### src/rtl/twin_pred_pkg.sv
package twin_pred_pkg;
  typedef enum logic [2:0] {
    ST_IDLE, ST_WAIT, ST_SKIP, ST_DECODE, ST_EXEC, ST_DONE
  } seq_state_e;
endpackage

### src/rtl/tz_enc.sv
module tz_enc #(
  parameter int W  = 64,
  localparam int IW = $clog2(W)
) (
  input  logic [W-1:0]  vec_i,
  output logic [IW-1:0] idx_o,
  output logic          empty_o
);
  always_comb begin
    idx_o = '0;
    for (int i = W - 1; i >= 0; i--)
      if (vec_i[i]) idx_o = IW'(i);
  end
  assign empty_o = ~|vec_i;
endmodule

### src/rtl/step_lane.sv
module step_lane #(
  parameter int W  = 64,
  localparam int IW = $clog2(W),
  localparam int VW = $clog2(W + 1),
  localparam int SW = VW + 1
) (
  input  logic          clk_i,
  input  logic          rst_ni,
  input  logic          load_i,
  input  logic [W-1:0]  mask_i,
  input  logic          adv_i,
  output logic [SW-1:0] cand_o,
  output logic          empty_o,
  output logic [VW-1:0] step_o
);
  logic [W-1:0]  mask_q;
  logic [VW-1:0] base_q;
  logic [IW-1:0] tz;
  logic [IW:0]   shamt;

  tz_enc #(.W(W)) u_tz (.vec_i(mask_q), .idx_o(tz), .empty_o(empty_o));

  assign cand_o = SW'(base_q) + SW'(tz);
  assign shamt  = {1'b0, tz} + 1'b1;

  always_ff @(posedge clk_i or negedge rst_ni) begin
    if (!rst_ni) begin
      mask_q <= '0;
      base_q <= '0;
      step_o <= '0;
    end else if (load_i) begin
      mask_q <= mask_i;
      base_q <= '0;
      step_o <= '0;
    end else if (adv_i) begin
      step_o <= cand_o[VW-1:0];
      base_q <= VW'(cand_o + 1'b1);
      mask_q <= mask_q >> shamt;
    end
  end

  // the element chosen must have its bit set in the remaining mask
  assert_adv_hits_set_bit_R4: assert property (@(posedge clk_i) disable iff (!rst_ni)
    adv_i |-> (!empty_o && mask_q[tz]));
  assert_step_moves_up_R4: assert property (@(posedge clk_i) disable iff (!rst_ni)
    (adv_i && !load_i && base_q != '0) |=> (step_o > $past(step_o)));
endmodule

### src/rtl/twin_pred_seq.sv
module twin_pred_seq
  import twin_pred_pkg::*;
#(
  parameter int W  = 64,
  localparam int VW = $clog2(W + 1),
  localparam int SW = VW + 1
) (
  input  logic          clk_i,
  input  logic          rst_ni,
  input  logic          start_i,
  input  logic [VW-1:0] vl_i,
  input  logic          src_all_i,
  input  logic          dst_all_i,
  output logic          mask_req_o,
  input  logic          mask_ready_i,
  input  logic [W-1:0]  src_mask_i,
  input  logic [W-1:0]  dst_mask_i,
  output logic [VW-1:0] srcstep_o,
  output logic [VW-1:0] dststep_o,
  output logic          exec_valid_o,
  input  logic          exec_ack_i,
  output logic          done_o
);
  seq_state_e    state_q, state_d;
  logic [VW-1:0] vl_q;
  logic          src_all_q, dst_all_q;
  logic          masks_go, load, adv, finish;
  logic [SW-1:0] src_cand, dst_cand;
  logic          src_empty, dst_empty;

  assign masks_go = (src_all_q && dst_all_q) || mask_ready_i;
  assign load     = (state_q == ST_WAIT) && masks_go;
  assign finish   = src_empty || dst_empty ||
                    (src_cand >= SW'(vl_q)) || (dst_cand >= SW'(vl_q));
  assign adv      = (state_q == ST_SKIP) && !finish;

  step_lane #(.W(W)) u_src (
    .clk_i, .rst_ni, .load_i(load),
    .mask_i(src_all_q ? {W{1'b1}} : src_mask_i),
    .adv_i(adv), .cand_o(src_cand), .empty_o(src_empty), .step_o(srcstep_o));

  step_lane #(.W(W)) u_dst (
    .clk_i, .rst_ni, .load_i(load),
    .mask_i(dst_all_q ? {W{1'b1}} : dst_mask_i),
    .adv_i(adv), .cand_o(dst_cand), .empty_o(dst_empty), .step_o(dststep_o));

  always_comb begin
    state_d = state_q;
    unique case (state_q)
      ST_IDLE:   if (start_i) state_d = (vl_i == '0) ? ST_DONE : ST_WAIT;
      ST_WAIT:   if (masks_go) state_d = ST_SKIP;
      ST_SKIP:   state_d = finish ? ST_DONE : ST_DECODE;
      ST_DECODE: state_d = ST_EXEC;
      ST_EXEC:   if (exec_ack_i) state_d = ST_SKIP;
      ST_DONE:   state_d = ST_IDLE;
      default:   state_d = ST_IDLE;
    endcase
  end

  always_ff @(posedge clk_i or negedge rst_ni) begin
    if (!rst_ni) begin
      state_q   <= ST_IDLE;
      vl_q      <= '0;
      src_all_q <= 1'b0;
      dst_all_q <= 1'b0;
    end else begin
      state_q <= state_d;
      if (state_q == ST_IDLE && start_i) begin
        vl_q      <= vl_i;
        src_all_q <= src_all_i;
        dst_all_q <= dst_all_i;
      end
    end
  end

  assign mask_req_o   = (state_q == ST_WAIT) && !(src_all_q && dst_all_q);
  assign exec_valid_o = (state_q == ST_EXEC);
  assign done_o       = (state_q == ST_DONE);

  assert_exec_in_range_R5: assert property (@(posedge clk_i) disable iff (!rst_ni)
    exec_valid_o |-> (srcstep_o < vl_q && dststep_o < vl_q));
  assert_exec_held_R8: assert property (@(posedge clk_i) disable iff (!rst_ni)
    (exec_valid_o && !exec_ack_i) |=>
      (exec_valid_o && $stable(srcstep_o) && $stable(dststep_o)));
  assert_done_pulse_R9: assert property (@(posedge clk_i) disable iff (!rst_ni)
    done_o |=> !done_o);
  assert_no_req_when_all_R3: assert property (@(posedge clk_i) disable iff (!rst_ni)
    (src_all_q && dst_all_q) |-> !mask_req_o);
  assert_excl_outputs_R9: assert property (@(posedge clk_i) disable iff (!rst_ni)
    !(done_o && (exec_valid_o || mask_req_o)));
  assert_decode_before_exec_R7: assert property (@(posedge clk_i) disable iff (!rst_ni)
    $rose(exec_valid_o) |-> ($past(state_q) == ST_DECODE));
endmodule

### config.mk
export PLATFORM = sky130hd
export DESIGN_NAME = twin_pred_seq
export DESIGN_NICKNAME = d
export VERILOG_FILES = /design/src/rtl/twin_pred_pkg.sv /design/src/rtl/tz_enc.sv /design/src/rtl/step_lane.sv /design/src/rtl/twin_pred_seq.sv
export SDC_FILE = /design/constraint.sdc
export NUM_CORES = 1
export LEC_CHECK = 0
export CORE_MARGIN = 5
export CORE_UTILIZATION = 45
export CTS_BUF_LIST = sky130_fd_sc_hd__clkbuf_4
export CTS_CLUSTER_DIAMETER = 30
export DETAILED_ROUTE_END_ITERATION = 6
export SYNTH_ARGS = -nofsm -noshare
export SYNTH_HDL_FRONTEND = slang
export SYNTH_SLANG_ARGS = --single-unit
### constraint.sdc
create_clock -name clk_i -period 7.4 [get_ports clk_i]
set_input_delay 1.48 -clock clk_i [delete_from_list [all_inputs] [get_ports clk_i]]
set_output_delay 1.48 -clock clk_i [all_outputs]
set_load 0.005 [all_outputs]
# Word-level counts from Yosys, hierarchy flattened
# Cells that the tools add are included.
# Widths: inputs -> output; s select.
classes:
  add_sub_neg: 6
  eq_ne: 8
  magnitude_cmp: 2
  shift: 2
  reduce_logical: 19
  mux: 148
ops:
  columns: ["op", "count"]
  rows:
  - ["$mux 6", 128]
  - ["$mux 64", 6]
  - ["$reduce_or 64->1", 2]
  - ["$shr 64x7->64", 2]
  - ["$mux 7", 8]
  - ["$add 7x6->8", 2]
  - ["$ge 8x7->1", 2]
  - ["$mux 3", 5]
  - ["$pmux 3 s5", 1]
  - ["$add 6x1->7 const B", 2]
  - ["$add 7x1->7 const B", 2]
  - ["$logic_not 7->1", 1]
  - ["$eq 3x2->1 const B", 2]
  - ["$eq 3x3->1 const B", 2]
  - ["$logic_and 1x1->1", 5]
  - ["$logic_not 1->1", 4]
  - ["$logic_or 1x1->1", 4]
  - ["$ne 2x2->1 const B", 2]
  - ["$eq 3x1->1 const B", 1]
  - ["$logic_not 3->1", 1]
  - ["$reduce_and 3->1", 1]
  - ["$ne 2x1->1 const B", 1]
  - ["$reduce_bool 2->1", 1]
word_totals:
  wordCells: 195
  in_bits: 142
  reg_bits: 168

# Depth between registers and ports, before layout
depth:
  word_depth: 72
  mapped_depth: 29
  depth_no_buf: 26

# Modules after synthesis
# A second synthesis with hierarchy kept.
unflattened:
  cells_unflattened: 2294
  hier_area_um2: 20877.5
modules_own_cells:
  columns: ["mod", "cells_per_inst", "instances", "area_per_inst_um2"]
  rows:
  - ["step_lane", 883, 2, 8650.8]
  - ["tz_enc", 146, 2, 902.1]
  - ["twin_pred_seq", 236, 1, 1771.7]

# Worst setup path before layout
# OpenSTA, ideal clock, no wires.
synth_timing:
  kind: "register -> register"
  from: "register u_src.mask_q[53]"
  to: "register u_dst.mask_q[35]"
  path_stages_with_launch: 28
  slack_ns: 1.318
  required_time_ns: 7.296
  t_arrival_ns: 5.978
  path_cell_list: "dfrtp_1 -> clkbuf_1 -> nor4_1 -> o211ai_1 -> a311oi_1 -> o311ai_2 -> inv_1 -> clkbuf_1 -> buf_1 -> clkbuf_1 -> ha_1 -> nand2_1 -> o21ai_0 -> o21a_1 -> nor2_1 -> xor2_1 -> inv_1 -> ha_1 -> a21oi_1 -> nor2b_1 -> a41oi_1 -> o211ai_1 -> nor3_1 -> nand2_1 -> nor2_1 -> clkbuf_1 -> nand3_1 -> o311ai_1"
synth_via:
  elab_chain_cells: 61
  word_cells_on_any_way: 64
synth_lines:
  columns: ["item", "line_no", "source"]
  rows:
  - ["start, declared", "step_lane.sv:16", "logic [W-1:0] mask_q;"]
  - ["start signal, assigned", "step_lane.sv:32", "mask_q <= mask_i;"]
  - ["start signal, assigned", "step_lane.sv:38", "mask_q <= mask_q >> shamt;"]
  - ["$mux 6 (54 in a row)", "tz_enc.sv:12", "if (vec_i[i]) idx_o = IW'(i);"]
  - ["$add 7x6->8", "step_lane.sv:23", "assign cand_o = SW'(base_q) + SW'(tz);"]
  - ["$ge 8x7->1", "twin_pred_seq.sv:34", "(src_cand >= SW'(vl_q)) || (dst_cand >= SW'(vl_q));"]
  - ["$logic_or 1x1->1 *", "twin_pred_seq.sv:33", "assign finish = src_empty || dst_empty ||"]
  - ["$logic_or 1x1->1 *", "twin_pred_seq.sv:34", null]
  - ["$logic_not 1->1 *", "twin_pred_seq.sv:35", "assign adv = (state_q == ST_SKIP) && !finish;"]
  - ["$logic_and 1x1->1 *", "twin_pred_seq.sv:35", null]
  - ["$reduce_bool 2->1 (no source line) *", null, null]
  - ["end signal, assigned", "step_lane.sv:32", null]
  - ["end signal, assigned", "step_lane.sv:38", null]
  - ["end, declared", "step_lane.sv:16", null]
# Every way passes the cells marked *; elsewhere a longest branch is shown, timed or not.
# A chain may end at the register's enable or synchronous reset.

# Worst setup path in the final report
layout_timing:
  from: "register u_dst.mask_q[21]"
  to: "register u_dst.mask_q[4]"
layout_via:
  elab_chain_cells: 28
  word_cells_on_any_way: 36
layout_lines:
  columns: ["item"]
  rows:
  - ["parallel branches: the longest is 28 deep, another holds $mux 6"]
# Parallel ways; which one is timed is not known. The select of a mux whose other input is x is not followed.

==> flow_summary.yaml <==
clocking:
  worstSkewPairLatency_ns: 0.74
  clock_tree.htree_level_count: 4
  clkSlewWorstSetupHoldPaths_ns: 0.19
  cts-root-buf: "clkbuf_4"
  postCtsSetupBuffers: 0
  cts_resized: 0
  cts_tree: "yes"
  clk_path_buf_depth: 2
  clock_sink_count: 168
  cts_buffers: 17
  cts_hold_buf: 0
synthesis:
  synth_top_area_share_pct: 24.2
  synthCells: 2212
  yosys-top-cells-count: "mux2i_1, nand2_1, nor2_1, dfrtp_1, o21ai_0"
  ys_types: 91
  synth-xor-area-share_pct: 0.956
  synth_fa_ha_area_share_pct: 2.24
  synth_ff_type: "dfrtp_1"
  ys_async_sr_fraction_pct: 100
  synth.most_common_cell: "mux2i_1"
  yosys.area.top_type: "dfrtp_1"
  yosys.area_share.simple_pct: 19.2
  synth_compound_area_share_pct: 27.3
  netlist_area_um2: 17400
  synth.yosys.seq_area_share_pct: 24.2
  synth_fp_nets: 2384
  syn_avg_cell_area_um2: 7.87
  synth_area_leaders: "dfrtp_1, mux2i_1, nand2_1"
  ys_seq_elements: 168
  synth.area.mux_share_pct: 20.5
  synth_top_family_by_area: "compound AO/OA/AOI/OAI gates"
  synth_edf_count: 0
  yosys_warnings: 0
global_route:
  grt_pass1_vias: 19400
  grt_usage_pct: 41.0
  gr-total-overflow: 0
  grt_pass1_wl_um: 130000
  grt_start_max_net_pins: 88
  antenna_found_initial: 2
sta:
  slew_headroom_pct: 16.6
  hold_viol: 0
  fin_crit_sh_pct: 94.8
  clock_skew_ns: 0.0399
  max_freq_ghz: 0.143
  rsz0062_at_grt: "false"
  finalSetupViolCount: 0
  fin_hold_ws_ns: 0.539
  finalMaxSlewViolations: 0
  fin_setup_tns_ns: 0
  tightest_slew_ns: 1.25
  fin_crit_ns: 7.01
worst_setup_path:
  end_kind: "register"
  critPathTopFamily: "compound AO/OA/AOI/OAI gates"
  critical-path-max-stage-delay_ns: 0.65
  critPathSlowestCell: "o31ai_1"
  cp.depth: 25
  setup.worst_path.class: "register to register"
  crit_start: "u_dst.mask_q[21]"
  cp_data_arrival_time_ns: 7.60
  path_buf_inv: 2
  crit_top_cell: "nor2_1"
  cp.required_ns: 7.99
  crit_fanout: 63
  r2r_cells: 25
  rr_endpoint: "u_dst.mask_q[4]"
  r2r-start: "u_dst.mask_q[21]"
  cp-start-kind: "register"
  reg2reg_setup_slack_ns: 0.39
placed_design:
  io_buffer_count: 158
  hpwlAfterDp_um: 67200
  dp.cells: 2777
  gp_congestion: 1.09
min_path:
  hold_path_depth: 2
  min_to: "u_src.base_q[3]"
  worstHoldStart: "u_src.base_q[3]"
  holdCritPathClass: "register to register"
die:
  dieArea_um2: 42700
  die_h_um: 207
  core_area_um2: 38500
  start_util_pct: 45.2
  rows: 72
  io_pins: 159
  die_x_um: 207
power:
  leakage_uw: 0.00876
  seqPwrFrac_pct: 25.2
  clkPwrFrac_pct: 7.6
  power_frac_comb_pct: 67.1
  ir_drop_mv: 0.205
  switchingPower_uw: 5020
  p_sw_share_pct: 60.5
  power.density_nw_per_um2: 422
  internal-power_uw: 3290
final_layout:
  finalNetCount: 2450
  areaGrowthSynthToFinish_pct: 13.1
  final_cells: 2812
  drive_gt1_share_pct: 7.03
run:
  drv_cap: 0
route:
  drc: 0
  wl_um: 89800
  routedWlPerCell_um: 31.9
  ant_nets: 0
  dr_total_vias: 20200
  drtIter0Drc: 2792
  dr.pass1.iters: 7
  via_per_inst: 7.18
status:
  outcome: "complete, no violations"
## logic make-up after synthesis
family / count (synthesis)
DFF: 168
adders and majority gates: 30
and+or+nand+nor: 733
buffers and inverters: 220
AOI/OAI and AO/OA: 701
xor gates and xnor gates: 19
muxes: 341
## metal layers
| layer | vias to the layer above | global-route usage [%] | part of all wire [%] |
|---|---|---|---|
| li1 | 8581 | - | - |
| met1 | 9632 | 49.5 | 36 |
| met2 | 1522 | 63.1 | 44 |
| met3 | 463 | 9.87 | 10 |
| met4 | 0 | 31.2 | 9.6 |
| met5 | - | 0 | 0 |
## worst max path at each step
| stage | to | slack (ns) |
|---|---|---|
| 3_3_place_gp | u_dst.mask_q[4] | 0.75 |
| 4_1_cts | u_dst.mask_q[4] | 0.66 |
| 2_1_floorplan | u_dst.mask_q[35] | 1.32 |
| 6_report | u_dst.mask_q[4] | 0.39 |
| 3_5_place_dp | u_dst.mask_q[4] | 0.71 |
| 5_1_grt | u_src.mask_q[21] | 0.28 |
## power by group through the flow
stage	clock network [uW]	logic (uW)	registers (uW)
6_report	634	5580	2100
3_5_place_dp	0	5300	2050
2_1_floorplan	0	3530	1660
3_3_place_gp	0	5280	2040
5_1_grt	666	5810	2130
4_1_cts	633	5320	2030
## state kept, by name, indices dropped and copies added, names as in the netlist
name          count
vl_q              7
u_src.step_o      7
state_q           3
src_all_q         1
dst_all_q         1
u_dst.step_o      7
u_dst.mask_q     64
u_dst.base_q      7
u_src.base_q      7
u_src.mask_q     64
## cells in the final DEF (no fill, tap or decap), types with 17 or more instances in the layout
master / instances
a211oi_1: 22
a21oi_1: 113
a221oi_1: 21
a22oi_1: 52
a31oi_1: 24
buf_4: 60
clkbuf_4: 17
clkdlybuf4s50_1: 157
dfrtp_1: 168
ha_1: 28
inv_1: 43
mux2_2: 22
mux2i_1: 307
nand2_1: 251
nand2b_1: 24
nand3_1: 64
nor2_1: 203
nor3_1: 56
nor4_1: 44
o211ai_1: 43
o21ai_0: 162
o221ai_1: 38
o22ai_1: 72
## worst min-delay path, delay by kind of cell, from the launching register on
kind,cells,cell delay (ns)
simple gates,1,0.06
flops,1,0.39
compound gates,1,0.06
## cell type report
class	instances	area, um2
Clock buffer	17	128
Antenna cell	3	7.51
Sequential cell	168	4200
Timing Repair Buffer	218	2030
Clock inverter	15	178
Multi-Input combinational cell	1824	12300
Inverter	49	191
Fill cell	3714	18800
Tap cell	518	648
## stage by stage
step,setup WS (ns),total power [uW],utilization [%],area [um2]
2_1_floorplan,1.32,5190,-,17400
3_3_place_gp,0.752,7320,50.4,19400
3_5_place_dp,0.713,7360,50.4,19400
4_1_cts,0.665,7980,51.2,19700
5_1_grt,0.275,8610,51.2,19700
6_report,0.385,8310,51.2,19700
No activity file was read; power rests on OpenSTA's default activity.
